==> src/rtl/rstk_pkg.sv <==
package rstk_pkg;
  localparam int unsigned STK_AW = 5;
  localparam int unsigned STK_EW = 21;
  localparam int unsigned UPPER_W = STK_EW - 16;

  typedef enum logic [1:0] {
    SEL_LO  = 2'd0,
    SEL_HI  = 2'd1,
    SEL_UP  = 2'd2,
    SEL_PTR = 2'd3
  } reg_sel_e;

  function automatic logic [STK_EW-1:0] merge_field(
    input logic [STK_EW-1:0] old_val,
    input logic [1:0]        sel,
    input logic [7:0]        d
  );
    logic [STK_EW-1:0] r;
    r = old_val;
    case (sel)
      SEL_LO:  r[7:0]         = d;
      SEL_HI:  r[15:8]        = d;
      SEL_UP:  r[STK_EW-1:16] = d[UPPER_W-1:0];
      default: r              = old_val;
    endcase
    return r;
  endfunction

  function automatic logic [STK_AW-1:0] ptr_step_up(input logic [STK_AW-1:0] p);
    return p + 1'b1;
  endfunction

  function automatic logic [STK_AW-1:0] ptr_step_down(input logic [STK_AW-1:0] p);
    return p - 1'b1;
  endfunction
endpackage

==> src/rtl/rstk_ptr.sv <==
module rstk_ptr
  import rstk_pkg::*;
#(
  parameter int unsigned AW = STK_AW
) (
  input  logic          clk,
  input  logic          rst_n,
  input  logic          push_req,
  input  logic          pop_req,
  input  logic          ptr_wr,
  input  logic [AW-1:0] ptr_wdata,
  output logic [AW-1:0] sp,
  output logic [AW-1:0] push_addr,
  output logic          push_fire,
  output logic          ovf,
  output logic          unf
);
  localparam logic [AW-1:0] PTR_MAX = {AW{1'b1}};

  logic at_top, at_bottom, pop_fire, ovf_event, unf_event;

  assign at_top    = (sp == PTR_MAX);
  assign at_bottom = (sp == '0);
  assign push_fire = push_req && !at_top;
  assign ovf_event = push_req && at_top;
  assign pop_fire  = pop_req && !push_req && !at_bottom;
  assign unf_event = pop_req && !push_req && at_bottom;
  assign push_addr = ptr_step_up(sp);

  always_ff @(posedge clk or negedge rst_n) begin
    if (!rst_n) begin
      sp  <= '0;
      ovf <= 1'b0;
      unf <= 1'b0;
    end else begin
      if (push_fire)     sp <= push_addr;
      else if (pop_fire) sp <= ptr_step_down(sp);
      else if (ptr_wr)   sp <= ptr_wdata;
      if (ovf_event) ovf <= 1'b1;
      if (unf_event) unf <= 1'b1;
    end
  end
endmodule

==> src/rtl/rstk_array.sv <==
module rstk_array
  import rstk_pkg::*;
#(
  parameter int unsigned AW = STK_AW,
  parameter int unsigned EW = STK_EW
) (
  input  logic          clk,
  input  logic          rst_n,
  input  logic [AW-1:0] sp,
  input  logic [AW-1:0] push_addr,
  input  logic          push_fire,
  input  logic [EW-1:0] pc_in,
  input  logic          tos_wr,
  input  logic [1:0]    tos_sel,
  input  logic [7:0]    wdata,
  output logic [EW-1:0] tos
);
  localparam int unsigned DEPTH = 2 ** AW;

  logic [EW-1:0] ent [DEPTH];

  assign ent[0] = '0;

  for (genvar i = 1; i < DEPTH; i++) begin : g_slot
    logic hit_push, hit_sw;
    assign hit_push = push_fire && (push_addr == AW'(i));
    assign hit_sw   = tos_wr && (sp == AW'(i));
    always_ff @(posedge clk or negedge rst_n) begin
      if (!rst_n)        ent[i] <= '0;
      else if (hit_push) ent[i] <= pc_in;
      else if (hit_sw)   ent[i] <= merge_field(ent[i], tos_sel, wdata);
    end
  end

  assign tos = ent[sp];
endmodule

==> src/rtl/rstk_regif.sv <==
module rstk_regif
  import rstk_pkg::*;
#(
  parameter int unsigned AW = STK_AW,
  parameter int unsigned EW = STK_EW
) (
  input  logic          reg_wr_en,
  input  logic [1:0]    reg_sel,
  input  logic          core_busy,
  input  logic [AW-1:0] sp,
  input  logic [EW-1:0] tos,
  output logic          ptr_wr,
  output logic          tos_wr,
  output logic [7:0]    reg_rdata
);
  logic wr_ok;

  assign wr_ok  = reg_wr_en && !core_busy;
  assign ptr_wr = wr_ok && (reg_sel == SEL_PTR);
  assign tos_wr = wr_ok && (reg_sel != SEL_PTR) && (sp != '0);

  always_comb begin
    case (reg_sel)
      SEL_LO:  reg_rdata = tos[7:0];
      SEL_HI:  reg_rdata = tos[15:8];
      SEL_UP:  reg_rdata = 8'(tos[EW-1:16]);
      default: reg_rdata = 8'(sp);
    endcase
  end
endmodule

==> src/rtl/ret_addr_stack.sv <==
module ret_addr_stack
  import rstk_pkg::*;
#(
  parameter int unsigned AW = STK_AW,
  parameter int unsigned EW = STK_EW
) (
  input  logic          clk,
  input  logic          rst_n,
  input  logic          core_call,
  input  logic          core_ret,
  input  logic          cmd_push,
  input  logic          cmd_pop,
  input  logic [EW-1:0] pc_in,
  input  logic          reg_wr_en,
  input  logic [1:0]    reg_sel,
  input  logic [7:0]    reg_wdata,
  output logic [7:0]    reg_rdata,
  output logic [EW-1:0] ret_addr,
  output logic [AW-1:0] sp,
  output logic [EW-1:0] tos,
  output logic          overflow,
  output logic          underflow
);
  logic          push_req, pop_req, core_busy;
  logic          ptr_wr, tos_wr, push_fire;
  logic [AW-1:0] push_addr;

  assign push_req  = core_call || cmd_push;
  assign pop_req   = core_ret || cmd_pop;
  assign core_busy = push_req || pop_req;
  assign ret_addr  = core_ret ? tos : '0;

  rstk_ptr #(.AW(AW)) u_ptr (
    .clk       (clk),
    .rst_n     (rst_n),
    .push_req  (push_req),
    .pop_req   (pop_req),
    .ptr_wr    (ptr_wr),
    .ptr_wdata (reg_wdata[AW-1:0]),
    .sp        (sp),
    .push_addr (push_addr),
    .push_fire (push_fire),
    .ovf       (overflow),
    .unf       (underflow)
  );

  rstk_array #(.AW(AW), .EW(EW)) u_arr (
    .clk       (clk),
    .rst_n     (rst_n),
    .sp        (sp),
    .push_addr (push_addr),
    .push_fire (push_fire),
    .pc_in     (pc_in),
    .tos_wr    (tos_wr),
    .tos_sel   (reg_sel),
    .wdata     (reg_wdata),
    .tos       (tos)
  );

  rstk_regif #(.AW(AW), .EW(EW)) u_rif (
    .reg_wr_en (reg_wr_en),
    .reg_sel   (reg_sel),
    .core_busy (core_busy),
    .sp        (sp),
    .tos       (tos),
    .ptr_wr    (ptr_wr),
    .tos_wr    (tos_wr),
    .reg_rdata (reg_rdata)
  );
endmodule

==> config.mk <==
export PLATFORM = sky130hd
export DESIGN_NAME = ret_addr_stack
export DESIGN_NICKNAME = d
export VERILOG_FILES = /design/src/rtl/rstk_pkg.sv /design/src/rtl/rstk_ptr.sv /design/src/rtl/rstk_array.sv /design/src/rtl/rstk_regif.sv /design/src/rtl/ret_addr_stack.sv
export SDC_FILE = /design/constraint.sdc
export NUM_CORES = 2
export LEC_CHECK = 0
export BUFFER_PORTS_ARGS = -buffer_cell sky130_fd_sc_hd__buf_2
export CAP_MARGIN = 40
export CORE_MARGIN = 2
export CORE_UTILIZATION = 62
export DETAILED_ROUTE_END_ITERATION = 8
export MAX_ROUTING_LAYER = met4
export PLACE_DENSITY = 0.78
export SYNTH_ARGS = -nofsm -noshare
export SYNTH_HDL_FRONTEND = slang
export SYNTH_HIERARCHICAL = 1
export SYNTH_SLANG_ARGS = --single-unit
==> constraint.sdc <==
create_clock -name clk -period 5.22 [get_ports clk]
set_clock_uncertainty 0.1 [all_clocks]
set_input_delay 0.261 -clock clk [delete_from_list [all_inputs] [get_ports clk]]
set_output_delay 0.261 -clock clk [all_outputs]
set_load 0.02 [all_outputs]
# Yosys cells after proc, flatten, opt, wreduce, memory -nomap -nowiden

Index checks and enable logic that the tools add are counted.

Register bits after elaboration: 658
Input bits: 38
Output and inout port bits: 57
Word-level logic and storage cells: 538

$add $sub $neg: 2
Order comparisons: 1
Eq/ne operators: 66
Mux-type cells: 73
Bitwise gates (word level): 1
Reductions and logical operators: 299

Operator list:

| operator                                             | number |
|---|---|
| 2-to-1 mux 21 bit                                    | 65 |
| nonzero test 2 bit                                   | 124 |
| AND reduction 2 bit                                  | 93 |
| equality test 5 bit (second input constant)          | 32 |
| binary-select mux 21 bit (select 5 bit)              | 1 |
| equality test 5 x 4 -> 1 bit (second input constant) | 16 |
| logical AND 1 bit                                    | 71 |
| equality test 5 x 3 -> 1 bit (second input constant) | 8 |
| case mux 8 bit (3 select lines)                      | 1 |
| equality test 5 x 2 -> 1 bit (second input constant) | 4 |
| 2-to-1 mux 5 bit                                     | 4 |
| 2-to-1 mux 8 bit                                     | 2 |
| equality test 5 x 1 -> 1 bit (second input constant) | 2 |
| >= comparator 6 bit (second input constant)          | 1 |
| NOT 5 -> 6 bit                                       | 1 |
| adder 5 x 1 -> 5 bit (second input constant)         | 1 |
| logical NOT 5 bit                                    | 1 |
| nonzero test 5 bit                                   | 1 |
| subtractor 5 x 1 -> 5 bit (second input constant)    | 1 |
| equality test 2 bit (second input constant)          | 2 |
| logical NOT 1 bit                                    | 4 |
| logical OR 1 bit                                     | 3 |
| nonzero test 3 bit                                   | 1 |
| equality test 2 x 1 -> 1 bit (second input constant) | 1 |
| 2 further kinds                                      | 2 |

# Longest topological paths before layout

Word-level depth: 9
Gate-level depth with buffers: 12
Gate-level depth less buffers: 9

# Modules after synthesis

The synthesis kept the hierarchy.

Modules (own cells, without submodules):

| module         | times used | cells an instance | area each (um^2) | sequential area each (um^2) |
|---|---|---|---|---|
| rstk_array     | 1          | 3600              | 36621.4          | 16290.6 |
| rstk_ptr       | 1          | 56                | 516.7            | 175.2 |
| rstk_regif     | 1          | 18                | 206.4            | 0.0 |
| ret_addr_stack | 1          | 26                | 161.4            | 0.0 |

# Least setup slack after synthesis

Ideal clock, no wire load.

Path type: register -> output
Start: reg u_ptr.sp[1]
End: out reg_rdata[3]
Data arrival time: 2885 ps
Required time: 4859 ps
Setup slack: 1974 ps
Stages on the path, launching flop included: 9
Cells stage by stage: dfrtp_1 -> buf_4 -> buf_2 -> buf_2 -> mux2i_1 -> nor2_1 -> a2111oi_0 -> a32oi_1 -> mux4_1

Longest elaborated chain between the ends: 5

Ends and longest elaborated chain:

| what                                                  | line                 | RTL |
|---|---|---|
| start: declaration                                    | rstk_ptr.sv:12       | `output logic [AW-1:0] sp,` |
| start signal: assignment                              | rstk_ptr.sv:36       | `if (push_fire) sp <= push_addr;` |
| start signal: assignment                              | rstk_ptr.sv:37       | `else if (pop_fire) sp <= ptr_step_down(sp);` |
| start signal: assignment                              | rstk_ptr.sv:38       | `else if (ptr_wr) sp <= ptr_wdata;` |
| NOT 5 -> 6 bit (implied by the code)                  | rstk_array.sv:35     | `assign tos = ent[sp];` |
| binary-select mux 21 bit (select 5 bit)               | rstk_array.sv:35     |  |
| 2-to-1 mux 21 bit (implied by the code) (2 in series) | rstk_array.sv:35     |  |
| named net tos[3]                                      | ret_addr_stack.sv:20 | `output logic [EW-1:0] tos,` |
| case mux 8 bit (3 select lines)                       | rstk_regif.sv:23     | `case (reg_sel)` |
| end: declaration                                      | ret_addr_stack.sv:17 | `output logic [7:0] reg_rdata,` |

The timed path passes the listed nets, and every way through them passes these cells. The select of a mux whose other input is x is not followed.

# Worst setup path in the final report

Start: reg u_ptr.sp[0]
End: out reg_rdata[4]

Longest elaborated chain between the ends: 5

Ends and longest elaborated chain:

| what                                                  | line |
|---|---|
| NOT 5 -> 6 bit (implied by the code)                  | rstk_array.sv:35 |
| binary-select mux 21 bit (select 5 bit)               | rstk_array.sv:35 |
| 2-to-1 mux 21 bit (implied by the code) (2 in series) | rstk_array.sv:35 |
| case mux 8 bit (3 select lines)                       | rstk_regif.sv:23 |

Every way passes these cells. The select of a mux whose other input is x is not followed.

==> reports/results.ini <==
[outcome]
status = finished clean

[setup_path]
critPathBufInv = 2
worstSetupStartpointType = flip-flop
end_kind = output port
critPathSlowestCell = dfrtp_4
arrival_ps = 4440
critPathMaxFanout = 39
rr_endpoint = u_arr/ent[571]
critical_path_class = flip-flop to output port
critical-path-max-stage-delay_ps = 830
crit_chain = buf_12 > mux4_2 > a22o_1 > a211oi_1 > a21oi_1 > mux4_2 > buf_2
reg2reg_setup_slack_ps = 1150
reg2regPathDepth = 10
critPathTopFamily = multiplexers
required_ps = 4860
regToRegStartpoint = u_ptr/sp[0]
cpMostUsedCell = mux4_2

[timing]
finalHoldViolCount = 0
rsz0062_at_grt = false
fin_hold_ws_ps = 38.5
finalSetupViolCount = 0
maxSlewHeadroom_pct = 31.1
worst_slack_ps = 418
final.min_clock_period_ps = 4800
final.setup.tns_ps = 0
fin_crit_sh_pct = 92.0
worst_pin_slew_ps = 1030
drv_slew = 0
max_freq_mhz = 208

[placement]
globalplace.congestion = 0.997
pre_cts_ws_ps = 1240
dpl_cell_area_um2 = 38300
io_buffers = 94
dp_hpwl_um = 78300

[min_path]
whs_path_depth = 4
min_path_type = input pin to flip-flop
holdCritStartpoint = pc_in[7]
min_to = u_arr/ent[154]

[clock_network]
path_clk_slew_ps = 60
tritoncts = done
ctsResizeCount = 0
cts_root_buffer = clkbuf_16
cts_sinks = 658
cts_setup_buffers = 0
cts_made_buffers = 72
cts_buffer_depth = 3
insertion_delay_ps = 620
holdBufCountCts = 6
htree_levels = 3

[pwr]
power_per_cell_area_nw_per_um2 = 635
vdd_drop_max_uv = 381
pwr-share-seq_pct = 35.3
switching_power_mw = 10.7
intPower_mw = 15.3
leakage_nw = 18.8
switching_share_pct = 41.2
p_comb_share_pct = 43.9
pwr-share-clk_pct = 20.8

[logic_synthesis]
syn_area_per_cell_um2 = 10.1
synth_edf_count = 0
yosysTopAreaCell = dfrtp_1
netlist.area_leader.share_pct = 43.9
syn_nets = 3741
yosysSeqAreaShare_pct = 43.9
synth-async-reset-ratio_pct = 100
synth_area_um2 = 37500
synthTopCellsByArea = dfrtp_1 44%, mux2i_1 20%, mux4_2 6.1%
synthFlopType = dfrtp_1
ys_ff_latch = 658
synth_warnings = 6
synth_cell_types = 78
netlist_instances = 3700

[floorplanning]
die_x_um = 250
num_io_pins = 95
rows = 90
core_region_area_um2 = 60100
start_util_pct = 62.4
die_area_um2 = 62500
die_height_um = 250

[drt]
vias = 30352
final_antenna_net_count = 0
vias_per_cell = 6.87
drt_iter0_markers = 4533
drc = 0
first_pass_iters = 6
drt-total-wl_um = 125000
wl_per_cell_um = 28.4

[global_route]
overflow = 0
antenna_found_initial = 6
grt_max_degree = 146
track_usage_pct = 41.1
grt_pass1_wl_um = 188000
grt_pass1_vias = 29050

[cells_and_area]
nets = 3615
mostFrequentLayoutCell = mux2i_1
syn_to_final_growth_pct = 9.05
utilization_pct = 68.0
mostFrequentLayoutCells = 743 x mux2i_1, 653 x dfrtp_1, 356 x nor2_1
design_area_um2 = 40900
layout-drive-gt1-share_pct = 14.6
nFillCells = 4537

[job]
max-cap-violations = 0

cells in the mapped netlist, types with 17 or more instances:
cell and instances:
and2_1 32, nand2b_1 17, dfrtp_1 658, nand3_1 20, o21ai_1 43, nor2b_1 20, mux4_2 101, clkbuf_1 298
nand2_1 352, buf_2 60, a21oi_1 346, nor2_1 365, mux2_2 21, a211oi_1 19, mux2i_1 743, a22oi_1 24
o21ai_0 288, o221ai_1 18
per-stage QoR:
step | power, mW | cells
finish | 26.0 | 4416
global route | 27.0 | 4414
CTS | 25.5 | 4407
detailed placement | 20.1 | 4274
global placement | 19.6 | 4260
floorplan | 16.2 | 3700
power by group through the flow:
stage / combinational, mW / clock (mW) / sequential (mW)
2_1_floorplan: 7.77 / 0 / 8.45
3_3_place_gp: 10.6 / 0 / 9.02
3_5_place_dp: 10.9 / 0 / 9.13
4_1_cts: 11.0 / 5.44 / 9.08
5_1_grt: 12.0 / 5.65 / 9.37
6_report: 11.4 / 5.41 / 9.17
cell families (layout without fill, tap and decap cells):
kind of cell / Yosys count / count (layout) / synth area share [%]
xor+xnor: 3 / 3 / 0.0701
simple gates: 937 / 937 / 12.4
mux: 867 / 867 / 26.6
fa+ha+maj: 3 / 3 / 0.100
other cells: 0 / 7 / 0
compound gates: 836 / 836 / 12.5
buf+inv: 396 / 323 / 4.42
flops: 658 / 658 / 43.9
flip-flops by register name (all words and copies together), names as in the netlist:
name and flops:
u_arr/ent 651, u_ptr/sp 5, u_ptr/ovf 1, u_ptr/unf 1
layout make-up:
cell class	count	area [µm²]	share of cell area (%)
antenna	7	17.5	0.0428
clock buffer	111	2220	5.44
clock inverter	16	263	0.642
inverter	5	18.8	0.0459
multi-input combinational	2646	19400	47.5
sequential	658	16500	40.3
tap	782	978	2.39
timing repair buffer	191	1490	3.64
worst max-delay path by stage:
stage                           start  slack [ps]  cells after the start           end
after floorplan           u_ptr/sp[1]        1970                      8  reg_rdata[3]
after global placement    u_ptr/sp[2]        1240                      6  reg_rdata[0]
after detailed placement  u_ptr/sp[0]        1240                      7  reg_rdata[4]
after CTS                 u_ptr/sp[0]         590                      7  reg_rdata[4]
after global routing      u_ptr/sp[0]         520                      7  reg_rdata[4]
final                     u_ptr/sp[0]         420                      7  reg_rdata[4]
metal layers:
| layer | GRT usage [%] | routed length, µm | vias up |
|---|---|---|---|
| met3 | 13.9 | 18100 | 378 |
| met1 | 55.8 | 48000 | 14883 |
| met4 | 19.0 | 6720 | 0 |
| li1 | - | - | 12957 |
| met2 | 55.7 | 52400 | 2134 |
| met5 | - | 0 | - |
worst reg2reg max path, stage by stage, from the launching register on:
cell,delay (ps)
dfrtp_4,720
ha_1,390
and3_2,230
ha_1,190
nand2b_1,200
inv_1,350
or4b_1,580
nor2_2,770
buf_12,260
nand2_1,70
o21ai_0,120
(Power assumes the default switching activity.)
